[config.mk]
export PLATFORM = sky130hd
export DESIGN_NAME = clkdiv_bank
export DESIGN_NICKNAME = d
export VERILOG_FILES = /design/src/rtl/clkdiv_pkg.sv /design/src/rtl/clkdiv_regs.sv /design/src/rtl/clkdiv_sync.sv /design/src/rtl/clkdiv_counter.sv /design/src/rtl/clkdiv_bank.sv
export SDC_FILE = /design/constraint.sdc
export NUM_CORES = 1
export LEC_CHECK = 0
export BUFFER_PORTS_ARGS = -buffer_cell sky130_fd_sc_hd__buf_4
export CAP_MARGIN = 20
export CORE_MARGIN = 1
export CORE_UTILIZATION = 45
export DETAILED_ROUTE_END_ITERATION = 8
export SKIP_LAST_GASP = 1
export SYNTH_ARGS = -nofsm -noshare
export SYNTH_HDL_FRONTEND = slang
export SYNTH_SLANG_ARGS = --single-unit
[constraint.sdc]
create_clock -name clk_i -period 4.9 [get_ports clk_i]
set_input_delay 0.98 -clock clk_i [delete_from_list [all_inputs] [get_ports clk_i]]
set_output_delay 0.98 -clock clk_i [all_outputs]
set_load 0.05 [all_outputs]
[src/rtl/clkdiv_pkg.sv]
package clkdiv_pkg;
  localparam int unsigned ADDR_W   = 12;
  localparam int unsigned DATA_W   = 32;
  localparam int unsigned EN_BIT   = 15;
  localparam int unsigned LO_CNT   = 3;      // dividers in the lower window
  localparam logic [ADDR_W-1:0] LO_BASE  = 12'h118;
  localparam logic [ADDR_W-1:0] HI_BASE  = 12'h160;
  localparam logic [ADDR_W-1:0] CMD_ADDR = 12'h138;
  localparam logic [ADDR_W-1:0] STA_ADDR = 12'h13C;

  // split map: first LO_CNT dividers low, the rest in the upper window
  function automatic logic [ADDR_W-1:0] div_addr(input int unsigned idx);
    if (idx < LO_CNT) return LO_BASE + ADDR_W'(4 * idx);
    else              return HI_BASE + ADDR_W'(4 * (idx - LO_CNT));
  endfunction
endpackage

[src/rtl/clkdiv_regs.sv]
module clkdiv_regs
  import clkdiv_pkg::*;
#(
  parameter int unsigned N_DIV   = 9,
  parameter int unsigned RATIO_W = 5
) (
  input  logic                           clk_i,
  input  logic                           rst_ni,
  input  logic                           req_i,
  input  logic                           we_i,
  input  logic [ADDR_W-1:0]              addr_i,
  input  logic [DATA_W-1:0]              wdata_i,
  output logic [DATA_W-1:0]              rdata_o,
  input  logic                           busy_i,
  output logic                           go_o,
  output logic [N_DIV-1:0][RATIO_W-1:0]  shadow_o,
  output logic [N_DIV-1:0]               en_o
);
  logic                 wr;
  logic [N_DIV-1:0]     hit;
  logic [N_DIV-1:0][RATIO_W-1:0] shadow_q;
  logic [N_DIV-1:0]     en_q;

  assign wr = req_i & we_i;

  for (genvar i = 0; i < N_DIV; i++) begin : g_dec
    assign hit[i] = (addr_i == div_addr(i));

    always_ff @(posedge clk_i or negedge rst_ni) begin
      if (!rst_ni) begin
        shadow_q[i] <= '0;
        en_q[i]     <= 1'b1;
      end else if (wr && hit[i]) begin
        shadow_q[i] <= wdata_i[RATIO_W-1:0];
        en_q[i]     <= wdata_i[EN_BIT];
      end
    end

    a_r4_shadow_hold: assert property (@(posedge clk_i) disable iff (!rst_ni)
      !(wr && hit[i]) |=> $stable(shadow_q[i]));
  end

  assign go_o     = wr && (addr_i == CMD_ADDR) && wdata_i[0];
  assign shadow_o = shadow_q;
  assign en_o     = en_q;

  always_comb begin
    rdata_o = '0;
    for (int i = 0; i < N_DIV; i++) begin
      if (hit[i]) begin
        rdata_o[RATIO_W-1:0] = shadow_q[i];
        rdata_o[EN_BIT]      = en_q[i];
      end
    end
    if (addr_i == STA_ADDR) rdata_o[0] = busy_i;
  end

  logic unused_wdata;
  assign unused_wdata = ^{wdata_i[DATA_W-1:EN_BIT+1], wdata_i[EN_BIT-1:RATIO_W]};
endmodule

[src/rtl/clkdiv_sync.sv]
module clkdiv_sync (
  input  logic clk_i,
  input  logic rst_ni,
  input  logic go_i,
  output logic busy_o,
  output logic load_o
);
  logic busy_q, done_q;

  // busy: E0 accept, E1 transfer (load_o high before it), E2 clear
  always_ff @(posedge clk_i or negedge rst_ni) begin
    if (!rst_ni) begin
      busy_q <= 1'b0;
      done_q <= 1'b0;
    end else if (!busy_q) begin
      busy_q <= go_i;
      done_q <= 1'b0;
    end else if (!done_q) begin
      done_q <= 1'b1;
    end else begin
      busy_q <= 1'b0;
      done_q <= 1'b0;
    end
  end

  assign busy_o = busy_q;
  assign load_o = busy_q & ~done_q;

  a_r5_go_sets_busy: assert property (@(posedge clk_i) disable iff (!rst_ni)
    (go_i && !busy_o) |=> (busy_o && load_o));
  a_r5_single_load: assert property (@(posedge clk_i) disable iff (!rst_ni)
    load_o |=> (busy_o && !load_o));
  a_r6_go_ignored: assert property (@(posedge clk_i) disable iff (!rst_ni)
    (busy_o && !load_o) |=> !busy_o);
endmodule

[src/rtl/clkdiv_counter.sv]
module clkdiv_counter #(
  parameter int unsigned RATIO_W = 5
) (
  input  logic               clk_i,
  input  logic               rst_ni,
  input  logic               load_i,
  input  logic [RATIO_W-1:0] ratio_i,
  input  logic               en_i,
  output logic               tick_o
);
  logic [RATIO_W-1:0] cnt_q, act_q;
  logic               wrap;

  assign wrap = (cnt_q == act_q);

  always_ff @(posedge clk_i or negedge rst_ni) begin
    if (!rst_ni) begin
      cnt_q <= '0;
      act_q <= '0;
    end else if (load_i) begin
      cnt_q <= '0;
      act_q <= ratio_i;
    end else begin
      cnt_q <= wrap ? '0 : cnt_q + 1'b1;
    end
  end

  assign tick_o = en_i & wrap;

  a_r3_cnt_bound: assert property (@(posedge clk_i) disable iff (!rst_ni)
    cnt_q <= act_q);
  a_r3_restart: assert property (@(posedge clk_i) disable iff (!rst_ni)
    (tick_o && !load_i) |=> (cnt_q == '0));
  a_r9_load_phase: assert property (@(posedge clk_i) disable iff (!rst_ni)
    load_i |=> (cnt_q == '0 && act_q == $past(ratio_i)));
endmodule

[src/rtl/clkdiv_bank.sv]
module clkdiv_bank #(
  parameter int unsigned N_DIV   = 9,   // at most 9 (map has 9 slots)
  parameter int unsigned RATIO_W = 5
) (
  input  logic                              clk_i,
  input  logic                              rst_ni,
  input  logic                              bus_req_i,
  input  logic                              bus_we_i,
  input  logic [clkdiv_pkg::ADDR_W-1:0]     bus_addr_i,
  input  logic [clkdiv_pkg::DATA_W-1:0]     bus_wdata_i,
  output logic [clkdiv_pkg::DATA_W-1:0]     bus_rdata_o,
  output logic [N_DIV-1:0]                  div_tick_o
);
  logic                          go, busy, load;
  logic [N_DIV-1:0][RATIO_W-1:0] shadow;
  logic [N_DIV-1:0]              en;

  clkdiv_regs #(.N_DIV(N_DIV), .RATIO_W(RATIO_W)) u_regs (
    .clk_i    (clk_i),
    .rst_ni   (rst_ni),
    .req_i    (bus_req_i),
    .we_i     (bus_we_i),
    .addr_i   (bus_addr_i),
    .wdata_i  (bus_wdata_i),
    .rdata_o  (bus_rdata_o),
    .busy_i   (busy),
    .go_o     (go),
    .shadow_o (shadow),
    .en_o     (en)
  );

  clkdiv_sync u_sync (
    .clk_i  (clk_i),
    .rst_ni (rst_ni),
    .go_i   (go),
    .busy_o (busy),
    .load_o (load)
  );

  for (genvar i = 0; i < N_DIV; i++) begin : g_div
    clkdiv_counter #(.RATIO_W(RATIO_W)) u_cnt (
      .clk_i   (clk_i),
      .rst_ni  (rst_ni),
      .load_i  (load),
      .ratio_i (shadow[i]),
      .en_i    (en[i]),
      .tick_o  (div_tick_o[i])
    );
  end

  a_r7_disabled_quiet: assert property (@(posedge clk_i) disable iff (!rst_ni)
    (div_tick_o & ~en) == '0);
endmodule

==> impl_metrics.env, run 1 <==
export IMPL_combPwrFrac_pct=5.2
export IMPL_layout_cells_most_common_list="137 x dfrtp_1, 96 x mux2_2, 53 x nor2_1, 39 x buf_4"
export IMPL_max_clock_path_buffers=2
export IMPL_clkPwrFrac_pct=50.2
export IMPL_power_internal_mw=2.12
export IMPL_crit_path_max_fanout=7
export IMPL_status="complete, no violations"
export IMPL_cells_after_synthesis=624
export IMPL_final_critical_path_setup_slack_ps=844
export IMPL_place_inst=852
export IMPL_critical_path_endpoint_type="output pin"
export IMPL_slowest_stage="nor3b_1"
export IMPL_cts_num_sinks=146
export IMPL_fin_cells=884
export IMPL_postCtsSetupRepairBufs=0
export IMPL_total_power_of_the_final_layout_mw=2.71
export IMPL_final_hold_slack_ps=496
export IMPL_die_area_sq_mm=0.0168
export IMPL_yosys_warnings=0
export IMPL_type_of_the_worst_min_delay_path="register to register"
export IMPL_crit_top_cell="buf_4"
export IMPL_via_per_instance_ratio=5.23
export IMPL_sum_of_routed_wire_length_over_all_layers_mm=15.1
export IMPL_asyncSetResetFlopFracSynth_pct=100
export IMPL_drc=0
export IMPL_setup_worst_path_start_class="input pin"
export IMPL_io_buffers=36
export IMPL_final_common_cell="dfrtp_1"
export IMPL_final_period_minus_worst_setup_slack_ps=4060
export IMPL_sw_frac_of_total_pct=21.8
export IMPL_worstPathArrival_ps=3080
export IMPL_synth_enable_flop_cells=0
export IMPL_maxCapViolations=0
export IMPL_worst_setup_hold_path_clk_slew_ps=60
export IMPL_report_final_slew_viol_count=0
export IMPL_placement_rows=46
export IMPL_finalCoreUtilization_pct=52.1
export IMPL_route_vias_total=4626
export IMPL_critical_path_max_stage_delay_ps=560
export IMPL_standard_cell_area_after_detailed_placement_sq_mm=0.00767
export IMPL_antenna_found_initial=0
export IMPL_overall_fraction_of_global_route_tracks_in_use_pct=19.8
export IMPL_timing_clock_skew_ps=6.42
export IMPL_grt_setup_unrepaired="no"
export IMPL_syn_area_sq_mm=0.00735
export IMPL_postSynthAreaPerCell_sq_um=11.8
export IMPL_cts_max_level=4
export IMPL_place_gp_congestion=0.884
export IMPL_coreArea_sq_mm=0.0159
export IMPL_grt_pass1_vias=4674
export IMPL_boundaryPins=89
export IMPL_fp_dieH_microns=130
export IMPL_timing_fmax_ghz=0.247
export IMPL_dpl_hpwl_mm=10.8
export IMPL_synth_seq_cells=146
export IMPL_final_net_count=712
export IMPL_max_slew_margin_pct=44.9
export IMPL_static_leakage_power_nw=3.92
export IMPL_share_seq_of_total_power_pct=44.6
export IMPL_final_min_period_over_clock_period_pct=82.8
export IMPL_synth_lib_cells_used_distinct=64
export IMPL_worst_endpoint_required_ps=3920
export IMPL_initial_core_util_pct=46.1
export IMPL_drt_initial_drc_count=296
export IMPL_die_width_microns=130
export IMPL_ir_drop_v=0.000269
export IMPL_final_hold_viol_count=0
export IMPL_finalInstanceArea_sq_mm=0.00830
export IMPL_cts_resized=0
export IMPL_grt_ovfl_total=0
export IMPL_cts_hold_buffers_added=0
export IMPL_tritoncts="built"
export IMPL_worstPathCellList="buf_4, nor3b_1, nand3_1, nor2_1, a221oi_1, o221ai_1, buf_4"
export IMPL_cts_root_buf="clkbuf_16"
export IMPL_drtPass1Iterations=4
export IMPL_synth_yosys_seq_area_share_pct=49.9
export IMPL_cts_made_buffers=17
export IMPL_grt_pass1_wl_mm=24.8
export IMPL_route_antenna_remaining_nets=0
export IMPL_wl_per_cell_microns=17.1
export IMPL_grt_start_max_net_pins=86
export IMPL_antenna_diode_count=0
export IMPL_yosys_most_used_dff="dfrtp_1"
export IMPL_layout_drive_gt1_share_pct=30.8
export IMPL_switching_power_mw=0.590
export IMPL_dp_worst_setup_slack_ps=884
export IMPL_area_growth_synth_to_final_pct=13.0
export IMPL_tightestPinTransition_ps=815
export IMPL_insertion_delay_ps=420
export IMPL_timing_setup_tns_ps=0
export IMPL_report_final_setup_viol=0
export IMPL_power_density_cell_area_mw_per_mm2=327
export IMPL_timing_worst_setup_path_type="input pin to output pin"
[power by group through the flow]
stage,combinational (mW),sequential [mW],clock (mW)
final,0.140,1.21,1.36
after global routing,0.152,1.21,1.45
after CTS,0.141,1.21,1.39
after detailed placement,0.141,1.23,0
after global placement,0.139,1.23,0
after floorplan,0.0987,1.23,0
[layer usage]
layer | track usage, % | vias to the layer above | share of wire (%)
met1 | 27.0 | 2348 | 47
met3 | 4.92 | 14 | 4.2
li1 | - | 2189 | -
met2 | 31.1 | 75 | 47
met5 | 0 | - | 0
met4 | 5.81 | 0 | 1.1
[state kept, by name (all words and copies together), names as in the netlist]
register           flops
u_sync.done_q          1
g_div.u_cnt.act_q     45
u_sync.busy_o          1
u_regs.shadow_o       45
g_div.u_cnt.cnt_q     45
u_regs.en_o            9
[critical path, delay by kind of cell]
kind            cells  cell delay (ps)
compound gates      2              500
simple gates        3             1210
buf+inv             2              380
[cells by family after synthesis]
logic type      after synthesis  share of synthesized area (%)
compound gates               40                           4.09
xor+xnor                     72                           8.58
fa+ha+maj                     9                           1.53
buf+inv                      65                           5.40
flops                       146                           49.9
mux                         105                           16.2
other cells                   1                         0.0510
simple gates                186                           14.3
[final cells by class]
class,instances,area (sq um)
clock inverter,10,155
clock buffer,22,474
sequential,146,3660
fill,1412,7640
inverter,12,45.0
timing repair buffer,40,304
tap,216,270
multi-input combinational,438,3390
[synthesized netlist by cell type (4+ instances only)]
master	number	area, sq um
nand3b_1	6	45.0
dfstp_2	9	236
nand3_1	34	170
xnor2_1	36	315
buf_4	36	270
nor2_1	53	199
mux2_2	96	1080
mux2i_1	5	50.1
nand2_1	18	67.6
or2_2	10	62.6
ha_1	9	113
o221ai_1	5	43.8
clkbuf_1	10	37.5
nor2b_1	6	37.5
dfrtp_1	137	3430
inv_1	11	41.3
a21oi_1	6	30.0
nand4_1	4	25.0
and2_1	8	50.1
nor3_1	13	65.1
xor2_1	36	315
o21ai_0	4	20.0
or3_1	5	31.3
[worst paths after layout]
check	to	cells past startpoint	start	slack, ps
setup reg to reg	g_div[5].u_cnt.act_q[2]$_DFFE_PN0P_	3	u_sync.busy_o$_DFF_PN0_	2880
setup / recovery	bus_rdata_o[2]	7	bus_addr_i[9]	840
max in group asynchronous	u_regs.en_o[3]$_DFFE_PN1P_	2	rst_ni	3330
min in group asynchronous	g_div[7].u_cnt.cnt_q[4]$_DFF_PN0_	1	rst_ni	600
hold reg to reg	g_div[1].u_cnt.cnt_q[0]$_DFF_PN0_	1	g_div[1].u_cnt.cnt_q[0]$_DFF_PN0_	500
hold / removal	g_div[1].u_cnt.cnt_q[0]$_DFF_PN0_	1	g_div[1].u_cnt.cnt_q[0]$_DFF_PN0_	500
Note: power is estimated with default switching activity, not from simulation.
==> inputs of run 2 (changes only) <==
--- a/config.mk
+++ b/config.mk
@@ -5,6 +5,7 @@
 export SDC_FILE = /design/constraint.sdc
 export NUM_CORES = 1
 export LEC_CHECK = 0
+export ABC_AREA = 1
 export BUFFER_PORTS_ARGS = -buffer_cell sky130_fd_sc_hd__buf_4
 export CAP_MARGIN = 20
 export CORE_MARGIN = 1
==> constraint.sdc (replaced) <==
create_clock -name clk_i -period 4.3 [get_ports clk_i]
set_input_delay 0.86 -clock clk_i [delete_from_list [all_inputs] [get_ports clk_i]]
set_output_delay 0.86 -clock clk_i [all_outputs]
set_load 0.05 [all_outputs]
==> run 2 against run 1 <==
  * Core utilization shrank 0.25 points
  * Combinational power up 66%
  * Non-clock buffer count is the same
  * Final cell count grew 24%
  * Wire length is 0.60% lower
  * Clock skew shrank 0.60 ps
  * Final area down 1.2%
  * Largest power group unchanged
  * Worst hold slack worse by 24 ps
  * Sequential share of layout area up 0.53 points
  * First-iteration DRC count increased by 11%
==> impl_metrics.env, run 2 <==
export IMPL_status="complete, no violations"
export IMPL_route_antenna_remaining_nets=0
export IMPL_worst_endpoint_required_ps=3440
export IMPL_die_area_sq_mm=0.0167
export IMPL_worstPathCellList="buf_4, nor2_1, nand3_1, nor2_1, nand2_1, o21ai_1, o211ai_1, nand4_1, nand2_1, nand2_1, nand2_1, nand2_1, nand2_1, nand2_1, buf_4"
export IMPL_critical_path_reg2reg_endpoint="g_div[0].u_cnt.cnt_q[1]$_DFF_PN0_"
export IMPL_post_synth_top_area_cell="dfrtp_1"
export IMPL_fillers=1519
export IMPL_yosys_warnings=0
export IMPL_io_buffers=36
export IMPL_final_common_cell="nand2_1"
export IMPL_place_gp_congestion=0.836
export IMPL_r2r_cells=7
export IMPL_die_width_microns=129
export IMPL_synth_top_cells_by_count="191 x nand2_1, 137 x dfrtp_1, 89 x nor2_1"
export IMPL_postCtsSetupRepairBufs=0
export IMPL_final_critical_path_setup_slack_ps=862
export IMPL_globalRouteMet2Util_pct=29.8
export IMPL_dpl_hpwl_mm=10.6
export IMPL_cts_max_level=4
export IMPL_whs_path_depth=2
export IMPL_sum_of_routed_wire_length_over_all_layers_mm=15.0
export IMPL_synth_seq_cells=146
export IMPL_report_final_setup_viol=0
export IMPL_critical_path_endpoint_type="output pin"
export IMPL_crit_path_max_fanout=3
export IMPL_route_vias_total=5113
export IMPL_report_final_slew_viol_count=0
export IMPL_placement_rows=46
export IMPL_crit_top_cell="nand2_1"
export IMPL_synth_enable_flop_cells=0
export IMPL_most_numerous_cell_in_the_yosys_netlist="nand2_1"
export IMPL_drt_initial_drc_count=329
export IMPL_worst_setup_hold_path_clk_slew_ps=60
export IMPL_wl_per_cell_microns=13.7
export IMPL_gr_peak_layer="met2"
export IMPL_ir_drop_v=0.000318
export IMPL_drc=0
export IMPL_grt_pass1_vias=4844
export IMPL_timing_fmax_ghz=0.291
export IMPL_synth_top_cells_by_area="dfrtp_1 47%, nand2_1 9.9%, nor2_1 4.6%"
export IMPL_critical_path_max_stage_delay_ps=240
export IMPL_final_min_period_over_clock_period_pct=80.0
export IMPL_max_clock_path_buffers=2
export IMPL_cp_num_cells=15
export IMPL_static_leakage_power_nw=4.10
export IMPL_antenna_diode_count=0
export IMPL_initial_core_util_pct=46.0
export IMPL_worstPathArrival_ps=2580
export IMPL_worst_path_buffer_plus_inverter_count=2
export IMPL_grt_setup_unrepaired="no"
export IMPL_overall_fraction_of_global_route_tracks_in_use_pct=19.8
export IMPL_tightestPinTransition_ps=785
export IMPL_synth_largest_type_area_fraction_pct=47.1
export IMPL_drtPass1Iterations=7
export IMPL_path_delay_family="simple AND/OR/NAND/NOR gates"
export IMPL_grt_util_met3_pct=3.84
export IMPL_cts_root_buf="clkbuf_16"
export IMPL_insertion_delay_ps=420
export IMPL_antenna_found_initial=0
export IMPL_timing_rr_start="u_sync.busy_o$_DFF_PN0_"
export IMPL_cts_made_buffers=17
export IMPL_cts_hold_buffers_added=0
export IMPL_grt_ovfl_total=0
export IMPL_type_of_the_worst_min_delay_path="register to register"
export IMPL_worstSetupEndpoint="bus_rdata_o[1]"
export IMPL_finalCoreUtilization_pct=51.8
export IMPL_timing_setup_tns_ps=0
export IMPL_asyncSetResetFlopFracSynth_pct=100
export IMPL_fp_dieH_microns=129
export IMPL_tritoncts="built"
export IMPL_power_density_cell_area_mw_per_mm2=393
export IMPL_grt_start_max_net_pins=87
export IMPL_yosys_most_used_dff="dfrtp_1"
export IMPL_syn_area_sq_mm=0.00727
export IMPL_maxCapViolations=0
export IMPL_startpoint="bus_addr_i[11]"
export IMPL_cells_after_synthesis=836
export IMPL_synth_lib_cells_used_distinct=34
export IMPL_setup_worst_path_start_class="input pin"
export IMPL_setup_reg_to_reg_worst_slack_ps=2480
export IMPL_max_slew_margin_pct=47.7
export IMPL_layout_drive_gt1_share_pct=13.8
export IMPL_layout_cells_most_common_list="191 x nand2_1, 137 x dfrtp_1, 89 x nor2_1, 73 x inv_1, 54 x o21ai_0"
export IMPL_final_net_count=922
export IMPL_synth_yosys_seq_area_share_pct=50.4
export IMPL_timing_worst_setup_path_type="input pin to output pin"
export IMPL_final_hold_viol_count=0
export IMPL_via_per_instance_ratio=4.67
export IMPL_final_period_minus_worst_setup_slack_ps=3440
export IMPL_area_growth_synth_to_final_pct=12.8
export IMPL_cts_num_sinks=146
export IMPL_gr_usage_met1_pct=27.8
export IMPL_grt_pass1_wl_mm=25.1
export IMPL_postSynthAreaPerCell_sq_um=8.70
export IMPL_timing_clock_skew_ps=5.82
export IMPL_min_delay_start="u_regs.en_o[4]$_DFFE_PN1P_"
export IMPL_cts_resized=0
export IMPL_boundaryPins=89
export IMPL_slowest_stage="nor2_1"
export IMPL_dp_worst_setup_slack_ps=895
export IMPL_coreArea_sq_mm=0.0158
==> run 2: cell types whose count changed after synthesis, sizes merged, moves of 13 or more <==
| cell | before | now |
|---|---|---|
| nor2 | 57 | 100 |
| nand2 | 20 | 200 |
| a21oi | 6 | 23 |
| inv | 11 | 91 |
| nor3 | 16 | 3 |
| o21ai | 4 | 84 |
| mux2 | 100 | 0 |
==> run 2: worst min path at each step <==
stage                                                 end  slack (ps)
after floorplan           u_regs.shadow_o[43]$_DFFE_PN0P_         450
after global placement         u_regs.en_o[6]$_DFFE_PN1P_         460
after detailed placement       u_regs.en_o[4]$_DFFE_PN1P_         470
after CTS                      u_regs.en_o[4]$_DFFE_PN1P_         470
after global routing           u_regs.en_o[4]$_DFFE_PN1P_         480
final                          u_regs.en_o[4]$_DFFE_PN1P_         470
==> run 2: worst register-to-register path: cells and delay by family, from the launching register on <==
family	cells	cell delay, ps
buffers and inverters	4	970
DFF	1	420
and+or+nand+nor	3	360
==> run 2: logic make-up after synthesis <==
group,Yosys count,synth area share [%]
other cells,1,0.0516
xor+xnor,72,8.67
fa+ha+maj,9,1.55
flops,146,50.4
simple gates,347,21.5
buf+inv,147,9.68
compound gates,114,8.15
==> run 2: final cells by class <==
class                      count  area, sq um  share of cell area [%]
timing repair buffer          40          317                    3.86
sequential                   146         3660                    44.7
clock buffer                  24          482                    5.87
inverter                      92          348                    4.24
clock inverter                 8          125                    1.53
tap                          216          270                    3.29
multi-input combinational    568         3000                    36.5
==> run 2: report_power, final <==
part	switching, mW	internal [mW]
Sequential	0.0539	1.42
Clock	0.560	0.960
Combinational	0.152	0.0792
Total	0.766	2.46
==> run 2: stage by stage <==
stage | cells | cell area (sq um) | hold WS, ps | power, mW
floorplan | 861 | 7370 | 453 | 1.67
global placement | 1062 | 7600 | 460 | 1.73
detailed placement | 1062 | 7600 | 466 | 1.73
CTS | 1094 | 8200 | 475 | 3.26
global route | 1094 | 8200 | 480 | 3.35
finish | 1094 | 8200 | 473 | 3.23
==> run 2: layer usage <==
layer / up-vias / share of wire (%)
met3: 29 / 3.4
met2: 92 / 45
met5: - / 0
met1: 2358 / 49
met4: 0 / 2.5
li1: 2634 / -
